$ cat config.mk
export PLATFORM = sky130hd
export DESIGN_NAME = curr_alert_core
export DESIGN_NICKNAME = d
export VERILOG_FILES = /design/src/rtl/curr_alert_pkg.sv /design/src/rtl/ovc_detect.sv /design/src/rtl/off_edge_det.sv /design/src/rtl/alert_status.sv /design/src/rtl/curr_alert_core.sv
export SDC_FILE = /design/constraint.sdc
export NUM_CORES = 1
export LEC_CHECK = 0
export CAP_MARGIN = 20
export CORE_MARGIN = 2
export CORE_UTILIZATION = 36
export DETAILED_ROUTE_END_ITERATION = 6
export PLACE_DENSITY = 0.78
export SYNTH_ARGS = -nofsm -noshare
export SYNTH_HDL_FRONTEND = slang
export SYNTH_SLANG_ARGS = --single-unit
$ cat constraint.sdc
create_clock -name clk -period 1.9 [get_ports clk]
set_input_delay 0.38 -clock clk [delete_from_list [all_inputs] [get_ports clk]]
set_output_delay 0.38 -clock clk [all_outputs]
set_load 0.05 [all_outputs]
$ cat src/rtl/curr_alert_pkg.sv
package curr_alert_pkg;
  localparam int EN_SINGLE = 0;
  localparam int EN_RUN    = 1;
  localparam int EN_FAULT  = 2;
  localparam int EN_OFF    = 3;
  localparam int EN_W      = 4;

  localparam int ST_ADC   = 0;
  localparam int ST_FAULT = 1;
  localparam int ST_OFF   = 2;
  localparam int ST_W     = 3;
endpackage

$ cat src/rtl/ovc_detect.sv
module ovc_detect #(
  parameter int SAMPLE_W = 12,
  parameter int THR_W    = 8,
  parameter int RUN_LEN  = 4
) (
  input  logic                clk,
  input  logic                rst_n,
  input  logic                acc_i,
  input  logic [SAMPLE_W-1:0] data_i,
  input  logic [THR_W-1:0]    thr_i,
  output logic                single_hit_o,
  output logic                run_hit_o
);
  localparam int LOW_W = SAMPLE_W - THR_W;
  localparam int CNT_W = $clog2(RUN_LEN + 1);
  localparam logic [CNT_W-1:0] CNT_MAX = CNT_W'(RUN_LEN);
  localparam logic [CNT_W-1:0] CNT_ARM = CNT_W'(RUN_LEN - 1);

  logic [SAMPLE_W-1:0] limit_full;
  logic                exceed;
  logic [CNT_W-1:0]    cnt_q;

  // Upper bits strictly above the limit <=> sample above {limit, all ones}
  generate
    if (LOW_W > 0) begin : g_low
      assign limit_full = {thr_i, {LOW_W{1'b1}}};
    end else begin : g_nolow
      assign limit_full = thr_i;
    end
  endgenerate

  assign exceed       = data_i > limit_full;
  assign single_hit_o = acc_i & exceed;
  assign run_hit_o    = acc_i & exceed & (cnt_q >= CNT_ARM);

  always_ff @(posedge clk) begin
    if (!rst_n) begin
      cnt_q <= '0;
    end else if (acc_i) begin
      if (!exceed)               cnt_q <= '0;
      else if (cnt_q != CNT_MAX) cnt_q <= cnt_q + 1'b1;
    end
  end

  a_r3_cnt_bound: assert property (@(posedge clk) disable iff (!rst_n)
    cnt_q <= CNT_MAX);
  a_r3_run_implies_single: assert property (@(posedge clk) disable iff (!rst_n)
    run_hit_o |-> single_hit_o);
  a_r3_miss_clears: assert property (@(posedge clk) disable iff (!rst_n)
    (acc_i && !single_hit_o) |=> cnt_q == '0);
  a_r4_idle_hold: assert property (@(posedge clk) disable iff (!rst_n)
    !acc_i |=> $stable(cnt_q));
endmodule

$ cat src/rtl/off_edge_det.sv
module off_edge_det (
  input  logic clk,
  input  logic rst_n,
  input  logic on_pin_i,
  input  logic sw_off_i,
  output logic off_evt_o
);
  logic eff_on;
  logic eff_q;

  assign eff_on    = on_pin_i & ~sw_off_i;
  assign off_evt_o = eff_q & ~eff_on;

  always_ff @(posedge clk) begin
    if (!rst_n) eff_q <= 1'b0;
    else        eff_q <= eff_on;
  end

  a_r6_no_double: assert property (@(posedge clk) disable iff (!rst_n)
    off_evt_o |=> !off_evt_o);
endmodule

$ cat src/rtl/alert_status.sv
module alert_status #(
  parameter int N = 3
) (
  input  logic         clk,
  input  logic         rst_n,
  input  logic [N-1:0] evt_i,
  input  logic         clear_i,
  output logic [N-1:0] stat_o
);
  logic [N-1:0] stat_q;

  always_ff @(posedge clk) begin
    if (!rst_n) stat_q <= '0;
    else        stat_q <= (clear_i ? '0 : stat_q) | evt_i;
  end

  assign stat_o = stat_q;

  a_r8_clear_empties: assert property (@(posedge clk) disable iff (!rst_n)
    (clear_i && evt_i == '0) |=> stat_q == '0);
  a_r8_event_wins: assert property (@(posedge clk) disable iff (!rst_n)
    (evt_i != '0) |=> (stat_q & $past(evt_i)) == $past(evt_i));
  a_r9_sticky: assert property (@(posedge clk) disable iff (!rst_n)
    !clear_i |=> (stat_q & $past(stat_q)) == $past(stat_q));
endmodule

$ cat src/rtl/curr_alert_core.sv
module curr_alert_core
  import curr_alert_pkg::*;
#(
  parameter int SAMPLE_W = 12,
  parameter int THR_W    = 8,
  parameter int RUN_LEN  = 4
) (
  input  logic                clk,
  input  logic                rst_n,
  input  logic                samp_valid_i,
  output logic                samp_ready_o,
  input  logic [SAMPLE_W-1:0] samp_data_i,
  input  logic [THR_W-1:0]    thresh_i,
  input  logic [EN_W-1:0]     alert_en_i,
  input  logic                clear_i,
  input  logic                hs_fault_i,
  input  logic                on_pin_i,
  input  logic                sw_off_i,
  output logic                stat_adc_o,
  output logic                stat_fault_o,
  output logic                stat_off_o,
  output logic                alert_o
);
  logic            ready_q;
  logic            acc;
  logic            single_hit, run_hit, off_evt;
  logic [ST_W-1:0] evt, stat;

  always_ff @(posedge clk) begin
    if (!rst_n) ready_q <= 1'b0;
    else        ready_q <= 1'b1;
  end

  assign samp_ready_o = ready_q;
  assign acc          = samp_valid_i & ready_q;

  ovc_detect #(.SAMPLE_W(SAMPLE_W), .THR_W(THR_W), .RUN_LEN(RUN_LEN)) u_ovc (
    .clk(clk), .rst_n(rst_n), .acc_i(acc), .data_i(samp_data_i),
    .thr_i(thresh_i), .single_hit_o(single_hit), .run_hit_o(run_hit)
  );

  off_edge_det u_off (
    .clk(clk), .rst_n(rst_n), .on_pin_i(on_pin_i), .sw_off_i(sw_off_i),
    .off_evt_o(off_evt)
  );

  always_comb begin
    evt           = '0;
    evt[ST_ADC]   = (alert_en_i[EN_SINGLE] & single_hit) |
                    (alert_en_i[EN_RUN] & run_hit);
    evt[ST_FAULT] = alert_en_i[EN_FAULT] & hs_fault_i;
    evt[ST_OFF]   = alert_en_i[EN_OFF] & off_evt;
  end

  alert_status #(.N(ST_W)) u_stat (
    .clk(clk), .rst_n(rst_n), .evt_i(evt), .clear_i(clear_i), .stat_o(stat)
  );

  assign stat_adc_o   = stat[ST_ADC];
  assign stat_fault_o = stat[ST_FAULT];
  assign stat_off_o   = stat[ST_OFF];
  assign alert_o      = |stat;

  logic eff_chk;
  assign eff_chk = on_pin_i & ~sw_off_i;

  a_r1_ready_after_reset: assert property (@(posedge clk) disable iff (!rst_n)
    $past(rst_n) |-> samp_ready_o);
  a_r6_off_edge_sets: assert property (@(posedge clk) disable iff (!rst_n)
    ($past(rst_n) && $fell(eff_chk) && alert_en_i[EN_OFF]) |=> stat_off_o);
  a_r10_fault_disabled: assert property (@(posedge clk) disable iff (!rst_n)
    (!stat_fault_o && !alert_en_i[EN_FAULT]) |=> !stat_fault_o);
  a_r5_fault_sets: assert property (@(posedge clk) disable iff (!rst_n)
    (hs_fault_i && alert_en_i[EN_FAULT]) |=> stat_fault_o);
endmodule

==> metrics, run 1 <==
Setup crit end stat_adc_o; die area 1970 um2; CP top delay family buffers and inverters; WL/cell 13.1 um; via count 664; Worst Hold Launch u_stat.stat_o[2]$_SDFF_PN0_; initial antenna violation count 0; Layout area overhead 89.4%; post-layout min period 1790 ps; FF+latch area 160 um2; final hold vios 0; worst slew pin tran 498 ps; Yosys top cell area share 27.2%; Reg clk slew, reported paths 50 ps; Rows 14; gr ovfl total 0; # setup viols final 0; Most used DFF post-synth dfxtp_1; Vias/cell 5.15; Area contributors post-synth dfxtp_1, ha_1, inv_1; Inserted Clock Buffers 3; Sink Count 8; ANT cells 0; Crit path depth 1; total power 503 uW; # port buffers 35; starting density of the core 38.6%; DRC violations left 0; proportion of synthesized chip area in sequential cells 27.2%; Finished Cell Area 1110 um2; Arr. time, crit path 1410 ps; gr usage total 20.4%; layout cells sized above 1 22.1%; Slew HR 66.7%; multi-input logic area 453 um2; fin worst setup slack 107 ps; die height 44.4 um; CP max FO 3; post-synthesis net count 112; Placed Instance Area 986 um2; max layer used met4; hpwl dp 1.32 mm; Worst Clk Skew 6.71 ps; root buf cell clkbuf_4; met2 wire length 919 um; Max-cap violations 0; Cell Area, Synth 588 um2; area leader, netlist dfxtp_1; worst reg2reg path startpoint u_ovc.cnt_q[0]$_SDFFE_PN0P_; Reg2Reg Capture Point u_stat.stat_o[0]$_SDFF_PN0_; # hold bufs at CTS 0; Final ANT Viol Nets 0; PD cells 452 nW/um2; Hold Crit Depth 2; Critical Path Source u_stat.stat_o[0]$_SDFF_PN0_; yosys warns 0; Hold Path Class register to register; Syn Area/Cell 8.40 um2; met1 wire length 679 um; Commonest cells post-synth inv_1, ha_1, dfxtp_1, nor2_1, a21oi_1; Initial DRC Count 11; DRT Pass-1 Iters 5; crit end category output port; fin crit share 94.4%; WP data required 1520 ps; FF-to-FF setup slack 350 ps; async set-reset flop share out of synthesis 0%; CP max stage cell clkdlybuf4s50_1; H-tree depth 1; RSZ-0062 raised after global routing no; length in cells of the worst reg-to-reg path 7; fillers 106; core area 1520 um2; CTS tree built; global-route wire length before repair 2.90 mm; Met3 Routed Length 72 um; Yosys reg bits 8; number of I/O pins 36; Max Transition Viols Final 0; Die Span X 44.4 um; CTS max path bufs 2; largest net degree at the start of global routing 8; GPL Wtd Cong 0.780; CP peak stage delay 810 ps; Setup crit start kind register; count leader, synth inv_1; maximum vdd drop 0.000290 V; total wire length 1.70 mm; fin util 73.1%; worst skew pair latency 260 ps; status completed; post-synthesis cell type count 24; highest clock rate 558 MHz; EDFF count, synth 0; Post-Synthesis Cells 70; CP bufs+invs 1; vias in the first global route 700; Crit Path Category register to output port; pre-CTS setup slack -357 ps; P_leak 0.000550 uW; fin nets 157; CP Cell Sequence clkdlybuf4s50_1
-- routing by layer --
layer | vias to the layer above | track usage, %
li1 | 338 | -
met1 | 300 | 21.3
met2 | 22 | 36.2
met3 | 4 | 7.76
met4 | 0 | 9.09
met5 | - | 0
-- logic make-up (layout without fill, tap and decap cells) --
kind of cell | after synthesis | after routing | share of synthesized area (%)
flops | 8 | 8 | 27.2
simple gates | 19 | 19 | 16.0
compound gates | 18 | 18 | 24.5
fa+ha+maj | 11 | 11 | 23.4
buf+inv | 14 | 57 | 8.94
-- power breakdown --
group	switching, uW	internal (uW)
clock network	65.1	72.8
registers	4.95	174
logic	81.0	105
-- repair_timing --
item | in CTS | in global routing
gates resized for setup | 13 | 14
setup endpoints to repair | 4 | 4
pin swaps | 4 | 6
buffers inserted | 0 | 1
hold endpoints to repair | 0 | 0
-- layout make-up --
type                       instances  share of cell area (%)
sequential                         8                    14.4
multi-input combinational         48                    40.7
timing repair buffer              40                    36.4
inverter                          14                    4.72
tap                               16                    1.80
clock buffer                       3                    2.02
-- how the worst min path moves through the flow --
stage                                             end  slack [ps]
after global routing      u_ovc.cnt_q[2]$_SDFFE_PN0P_         550
after detailed placement  u_stat.stat_o[2]$_SDFF_PN0_         490
after floorplan                  samp_ready_o$_DFF_P_         410
after CTS                 u_ovc.cnt_q[2]$_SDFFE_PN0P_         520
final                     u_stat.stat_o[2]$_SDFF_PN0_         520
after global placement    u_stat.stat_o[2]$_SDFF_PN0_         490
-- stage by stage --
step | hold slack (ps) | TNS (ps) | std cells
floorplan | 408 | 0 | 70
global route | 546 | 0 | 129
finish | 519 | 0 | 129
detailed placement | 491 | -1360 | 125
CTS | 519 | 0 | 128
global placement | 488 | -950 | 125
-- state kept, by name, summed over array words and instances, names as in the netlist --
name / flops
u_off.eff_q: 1
u_ovc.cnt_q: 3
samp_ready_o: 1
u_stat.stat_o: 3
-- cell usage in the layout (no fill, tap or decap), drive strengths merged, types with 2 or more instances in the layout --
master	synthesis	final
dlygate4sd2	0	4
clkbuf	0	3
o31ai	3	3
clkdlybuf4s50	0	20
nand4	3	3
inv	14	14
dlymetal6s2s	0	10
ha	11	11
a22oi	2	2
nand3	2	2
dfxtp	8	8
nand2	3	3
buf	0	6
nor2	5	5
o21a	2	2
a21oi	4	4
nor3	2	2
(Power assumes the default switching activity.)
==> inputs of run 2 (changes only) <==
--- a/config.mk
+++ b/config.mk
@@ -10,6 +10,7 @@
 export CORE_UTILIZATION = 36
 export DETAILED_ROUTE_END_ITERATION = 6
 export PLACE_DENSITY = 0.78
+export SETUP_SLACK_MARGIN = 0.3
 export SYNTH_ARGS = -nofsm -noshare
 export SYNTH_HDL_FRONTEND = slang
 export SYNTH_SLANG_ARGS = --single-unit
==> run 2 against run 1 <==
Effect of this change: worst setup slack better by 240 ps; clock skew up 0.96 ps; core utilization down 0.57 points; clock-buffer cell count unchanged; clock power about the same; wire length up 5.1%; fmax up 15%; hold slack worse by 1.2 ps; first-iteration DRC count down 45%.
==> metrics, run 2 (synthesized netlist as in run 1, its figures left out) <==
# port buffers 35 (unchanged); Inserted Clock Buffers 3 (unchanged); layout cells sized above 1 38.4% (+16 points); WL/cell 13.9 um (+5.9%); Vias/cell 5.15 (about the same); CP Cell Sequence clkdlybuf4s15_1, ha_4, nand4_1, o221ai_4, o31ai_4, a2111oi_2; # hold bufs at CTS 0 (unchanged); H-tree depth 1 (unchanged); Hold Path Class register to register; die area 1970 um2 (unchanged); initial antenna violation count 0 (unchanged); root buf cell clkbuf_4; Worst Clk Skew 7.66 ps (+0.956 ps); ANT cells 0 (unchanged); total wire length 1.78 mm (+5.1%); WP data required 2060 ps (+540 ps); gr usage total 18.6% (-1.9 points); DRC violations left 0 (unchanged); CTS max path bufs 2 (unchanged); Layout area overhead 87.9%; pre-CTS setup slack -236 ps (+121 ps); fillers 126 (+19%); status completed; die height 44.4 um (unchanged); multi-input logic area 524 um2 (+16%); global-route wire length before repair 2.69 mm (-7.1%); fin crit share 82.0% (-12 points); fin nets 156 (-0.64%); final hold vios 0 (unchanged); GPL Wtd Cong 0.845 (+8.3%); highest clock rate 642 MHz (+15%); placed cell count 123 (-1.6%); Setup crit start kind primary input; FF-to-FF setup slack 400 ps (+50 ps); P_leak 0.000486 uW (-11%); worst slew pin tran 495 ps (-2.86 ps); total power 513 uW (+2.0%); post-layout min period 1560 ps (-235 ps); hpwl dp 1.29 mm (-2.4%); Max Transition Viols Final 0 (unchanged); fin worst setup slack 342 ps (+235 ps); vias in the first global route 640 (-8.6%); Rows 14 (unchanged); CP peak stage delay 290 ps (-520 ps); starting density of the core 38.6% (unchanged); CP max stage cell a2111oi_2; core area 1520 um2 (unchanged); gr ovfl total 0 (unchanged); CP max FO 3 (unchanged); number of I/O pins 36 (unchanged); Reg clk slew, reported paths 60 ps (about the same); via count 659 (-0.75%); most frequent cells in the layout clkdlybuf4s50_1, clkbuf_2, inv_1; Arr. time, crit path 1720 ps (+310 ps); Max-cap violations 0 (unchanged); fin util 72.5% (-0.57 points); largest net degree at the start of global routing 8 (unchanged); worst skew pair latency 260 ps (about the same); Initial DRC Count 6 (-5); maximum vdd drop 0.000315 V (+8.7%); PD cells 464 nW/um2 (+2.8%); Slew HR 67.2% (+0.43 points); FF+latch area 161 um2 (+0.78%); Final ANT Viol Nets 0 (unchanged); DRT Pass-1 Iters 3 (-2); crit end category register; Post-Layout Cell Count 128 (-0.78%); Crit Path Category primary input to register; Sink Count 8 (unchanged); # setup viols final 0 (unchanged); RSZ-0062 raised after global routing yes; Die Span X 44.4 um (unchanged); commonest non-fill, non-tap cell in the layout clkdlybuf4s50_1; CTS tree built
run 2: changes by cell type in the layout (fill, tap and decap cells not counted), moves of 2 or more:
cell	delta
dlygate4sd2_1	+2
a21oi_1	-2
ha_4	+2
buf_4	-2
clkdlybuf4s15_1	+4
dlymetal6s2s_1	-10
a21oi_2	+2
clkbuf_2	+10
o31ai_2	-2
clkdlybuf4s50_1	-6
ha_1	-2
run 2: final cells by class:
class / instances / area share (%)
timing repair buffer: 39 / 29.3
inverter: 14 / 4.76
multi-input combinational: 48 / 47.5
tap: 16 / 1.81
clock buffer: 3 / 2.04
sequential: 8 / 14.6
run 2: timing repair:
action,CTS,global route
setup endpoints to repair,8,4
pin swaps,15,13
resized for setup,37,33
setup buffers,1,1
run 2: path summary, 6_finish.rpt:
path	from	to	depth (start not counted)
max	samp_data_i[11]	u_ovc.cnt_q[0]$_SDFFE_PN0P_	6
min	u_off.eff_q$_SDFF_PN0_	u_stat.stat_o[2]$_SDFF_PN0_	2
max reg2reg	u_ovc.cnt_q[0]$_SDFFE_PN0P_	u_stat.stat_o[0]$_SDFF_PN0_	7
min reg2reg	u_off.eff_q$_SDFF_PN0_	u_stat.stat_o[2]$_SDFF_PN0_	2
run 2: where the power goes:
part           switching, uW  internal [uW]  total [uW]
clock network           63.7           72.7         136
registers               4.93            174         179
logic                   94.4            103         197
total                    163            350         513
run 2: critical path: cells and delay by family:
| family | cells | cell delay [ps] |
|---|---|---|
| buffers and inverters | 1 | 210 |
| AND/OR/NAND/NOR | 1 | 160 |
| adder cells (fa/ha/maj) | 1 | 270 |
| AO/OA/AOI/OAI | 3 | 690 |
run 2: metal layers:
layer  vias up  track usage (%)  part of all wire, %
li1        337                -                    -
met1       305             21.8                   41
met2        17             34.1                   55
met3         0             3.27                  4.1
met4         0             5.45                    0
met5         -                0                    0
run 2: through the flow:
step | area (um2) | hold WS, ps | setup TNS [ps]
6_report | 1100 | 518 | 0
3_5_place_dp | 983 | 506 | -805
5_1_grt | 1100 | 545 | 0
3_3_place_gp | 983 | 484 | -600
2_1_floorplan | 601 | 408 | 0
4_1_cts | 1080 | 515 | 0
==> inputs of run 3 (changes only) <==
--- a/config.mk
+++ b/config.mk
@@ -7,9 +7,9 @@
 export LEC_CHECK = 0
 export CAP_MARGIN = 20
 export CORE_MARGIN = 2
-export CORE_UTILIZATION = 36
+export CORE_UTILIZATION = 32
 export DETAILED_ROUTE_END_ITERATION = 6
-export PLACE_DENSITY = 0.78
+export PLACE_DENSITY = 0.74
 export SETUP_SLACK_MARGIN = 0.3
 export SYNTH_ARGS = -nofsm -noshare
 export SYNTH_HDL_FRONTEND = slang
==> constraint.sdc (replaced) <==
create_clock -name clk -period 1.35 [get_ports clk]
set_input_delay 0.27 -clock clk [delete_from_list [all_inputs] [get_ports clk]]
set_output_delay 0.27 -clock clk [all_outputs]
set_load 0.05 [all_outputs]
==> run 3 against run 2 <==
Effect of this change: the flow now finishes with violations (negative setup slack); final area is 27% higher; first-iteration DRC count is 50% lower; combinational power is 82% higher; global-route usage is 0.78 points lower; register-to-register slack worse by 450 ps; die area is 11% higher; clock power is 50% higher; largest power group unchanged; highest routed layer is now met4.
==> metrics, run 3 (synthesized netlist as in run 1, its figures left out) <==
status finished with violations; failing checks negative setup slack; length in cells of the worst reg-to-reg path 7 (unchanged); worst reg2reg path startpoint u_ovc.cnt_q[0]$_SDFFE_PN0P_; Vias/cell 4.76 (-7.5%); Inserted Clock Buffers 3 (unchanged); # hold bufs at CTS 0 (unchanged); root buf cell clkbuf_4; Crit Path Category register to output port; Worst Clk Skew 5.98 ps (-1.68 ps); Hold Path Class register to register; global-route wire length before repair 2.77 mm (+3.0%); # setup viols final 5 (+5); Max Transition Viols Final 0 (unchanged); maximum vdd drop 0.000511 V (+62%); P_leak 0.000591 uW (+22%); commonest non-fill, non-tap cell in the layout buf_6; Hold Crit Endpoint u_stat.stat_o[2]$_SDFF_PN0_; ANT cells 0 (unchanged); gr usage total 17.8% (-0.78 points); Max-cap violations 0 (unchanged); Sink Count 8 (unchanged); final hold vios 0 (unchanged); DRT Pass-1 Iters 3 (unchanged); crit end category output port; highest clock rate 709 MHz; Final ANT Viol Nets 0 (unchanged); number of I/O pins 36 (unchanged); internal cell power 564 uW (+61%); combinational fraction of design power 44.2% (+5.7 points); Layout area overhead 139%; Placed Instance Area 1190 um2 (+21%); Reg clk slew, reported paths 60 ps (about the same); WL/cell 14.0 um (+0.56%); core area 1730 um2 (+13%); starting density of the core 34.1% (-4.5 points); die area 2200 um2 (+11%); multi-input logic area 578 um2 (+10%); initial antenna violation count 0 (unchanged); worst skew pair latency 260 ps (about the same); Setup crit start kind register; fin nets 165 (+5.8%); Die Span X 46.9 um (+5.5%); worst slew pin tran 286 ps (-209 ps); most frequent cells in the layout buf_6, ha_4, clkdlybuf4s50_1, buf_4; total wire length 2.06 mm (+15%); via count 700 (+6.2%); CP max FO 2 (-1); CTS tree built; layout cells sized above 1 63.9% (+26 points); CTS max path bufs 2 (unchanged); Arr. time, crit path 1140 ps (-580 ps); post-layout min period 1410 ps; Reg2Reg Capture Point u_stat.stat_o[0]$_SDFF_PN0_; Hold Crit Depth 2 (unchanged); Worst Hold Launch u_off.eff_q$_SDFF_PN0_; Initial DRC Count 3 (-3); FF-to-FF setup slack -50 ps (-450 ps); # port buffers 35 (unchanged); DRC violations left 0 (unchanged); total power 813 uW (+58%); vias in the first global route 686 (+7.2%); hpwl dp 1.37 mm (+6.2%); largest net degree at the start of global routing 8 (unchanged); Rows 15 (+1); sequential power share 30.7% (-4.2 points); fin util 81.4% (+9.0 points); Psw 249 uW (+53%); GPL Wtd Cong 0.824 (-2.5%); Clk pwr share 25.1% (-1.5 points); Slew HR 80.9% (+14 points); die height 46.9 um (+5.5%); pre-CTS setup slack -766 ps (-530 ps); setup_tns -162 ps (-162 ps); Finished Cell Area 1410 um2 (+27%); fin crit share 104%; fillers 114 (-9.5%); PD cells 578 nW/um2 (+24%); RSZ-0062 raised after global routing yes; FF+latch area 175 um2 (+8.5%); H-tree depth 1 (unchanged); WP data required 1080 ps (-980 ps); gr ovfl total 0 (unchanged); fin worst setup slack -60.7 ps (-403 ps); sw frac 30.6% (-1.2 points)
[run 3: worst max-delay path, cell delays in order, from the launching register on]
cell and delay, ps:
dfxtp_4 340, or3_4 380, buf_8 160
[run 3: how the worst max path moves through the flow]
stage | start | endpoint | cells after the start
2_1_floorplan | thresh_i[1] | u_ovc.cnt_q[0]$_SDFFE_PN0P_ | 7
3_3_place_gp | thresh_i[1] | u_ovc.cnt_q[0]$_SDFFE_PN0P_ | 8
3_5_place_dp | thresh_i[1] | u_ovc.cnt_q[0]$_SDFFE_PN0P_ | 8
4_1_cts | u_stat.stat_o[1]$_SDFF_PN0_ | alert_o | 2
5_1_grt | u_ovc.cnt_q[0]$_SDFFE_PN0P_ | u_stat.stat_o[0]$_SDFF_PN0_ | 7
6_report | u_stat.stat_o[1]$_SDFF_PN0_ | alert_o | 2
[run 3: final cells by class]
type | count | area share [%]
Sequential cell | 8 | 12.5
Tap cell | 25 | 2.22
Inverter | 14 | 5.52
Timing Repair Buffer | 48 | 36.8
Multi-Input combinational cell | 48 | 41.1
Clock buffer | 4 | 1.87
[run 3: timing repair]
action	CTS	global route
endpoints found under the setup margin	6	8
buffers inserted	4	1
gates resized for setup	86	27
gates cloned	0	0
pin swaps	18	9
[run 3: power groups by stage]
stage / sequential, uW / combinational (uW) / clock [uW]
floorplan: 270 / 114 / 0
global placement: 255 / 284 / 0
detailed placement: 256 / 291 / 0
CTS: 250 / 315 / 212
global route: 250 / 384 / 220
finish: 250 / 359 / 204
[run 3: metal layers]
layer	part of all wire [%]	up-vias	track usage, %
met3	3.5	5	3.46
met5	0	-	0
li1	-	355	-
met2	58	20	32.6
met1	37	320	20.9
met4	1.5	0	5.00
[run 3: metrics by stage]
step,hold slack (ps),instances
floorplan,298,70
global route,552,147
global placement,469,138
CTS,496,146
detailed placement,485,138
finish,496,147
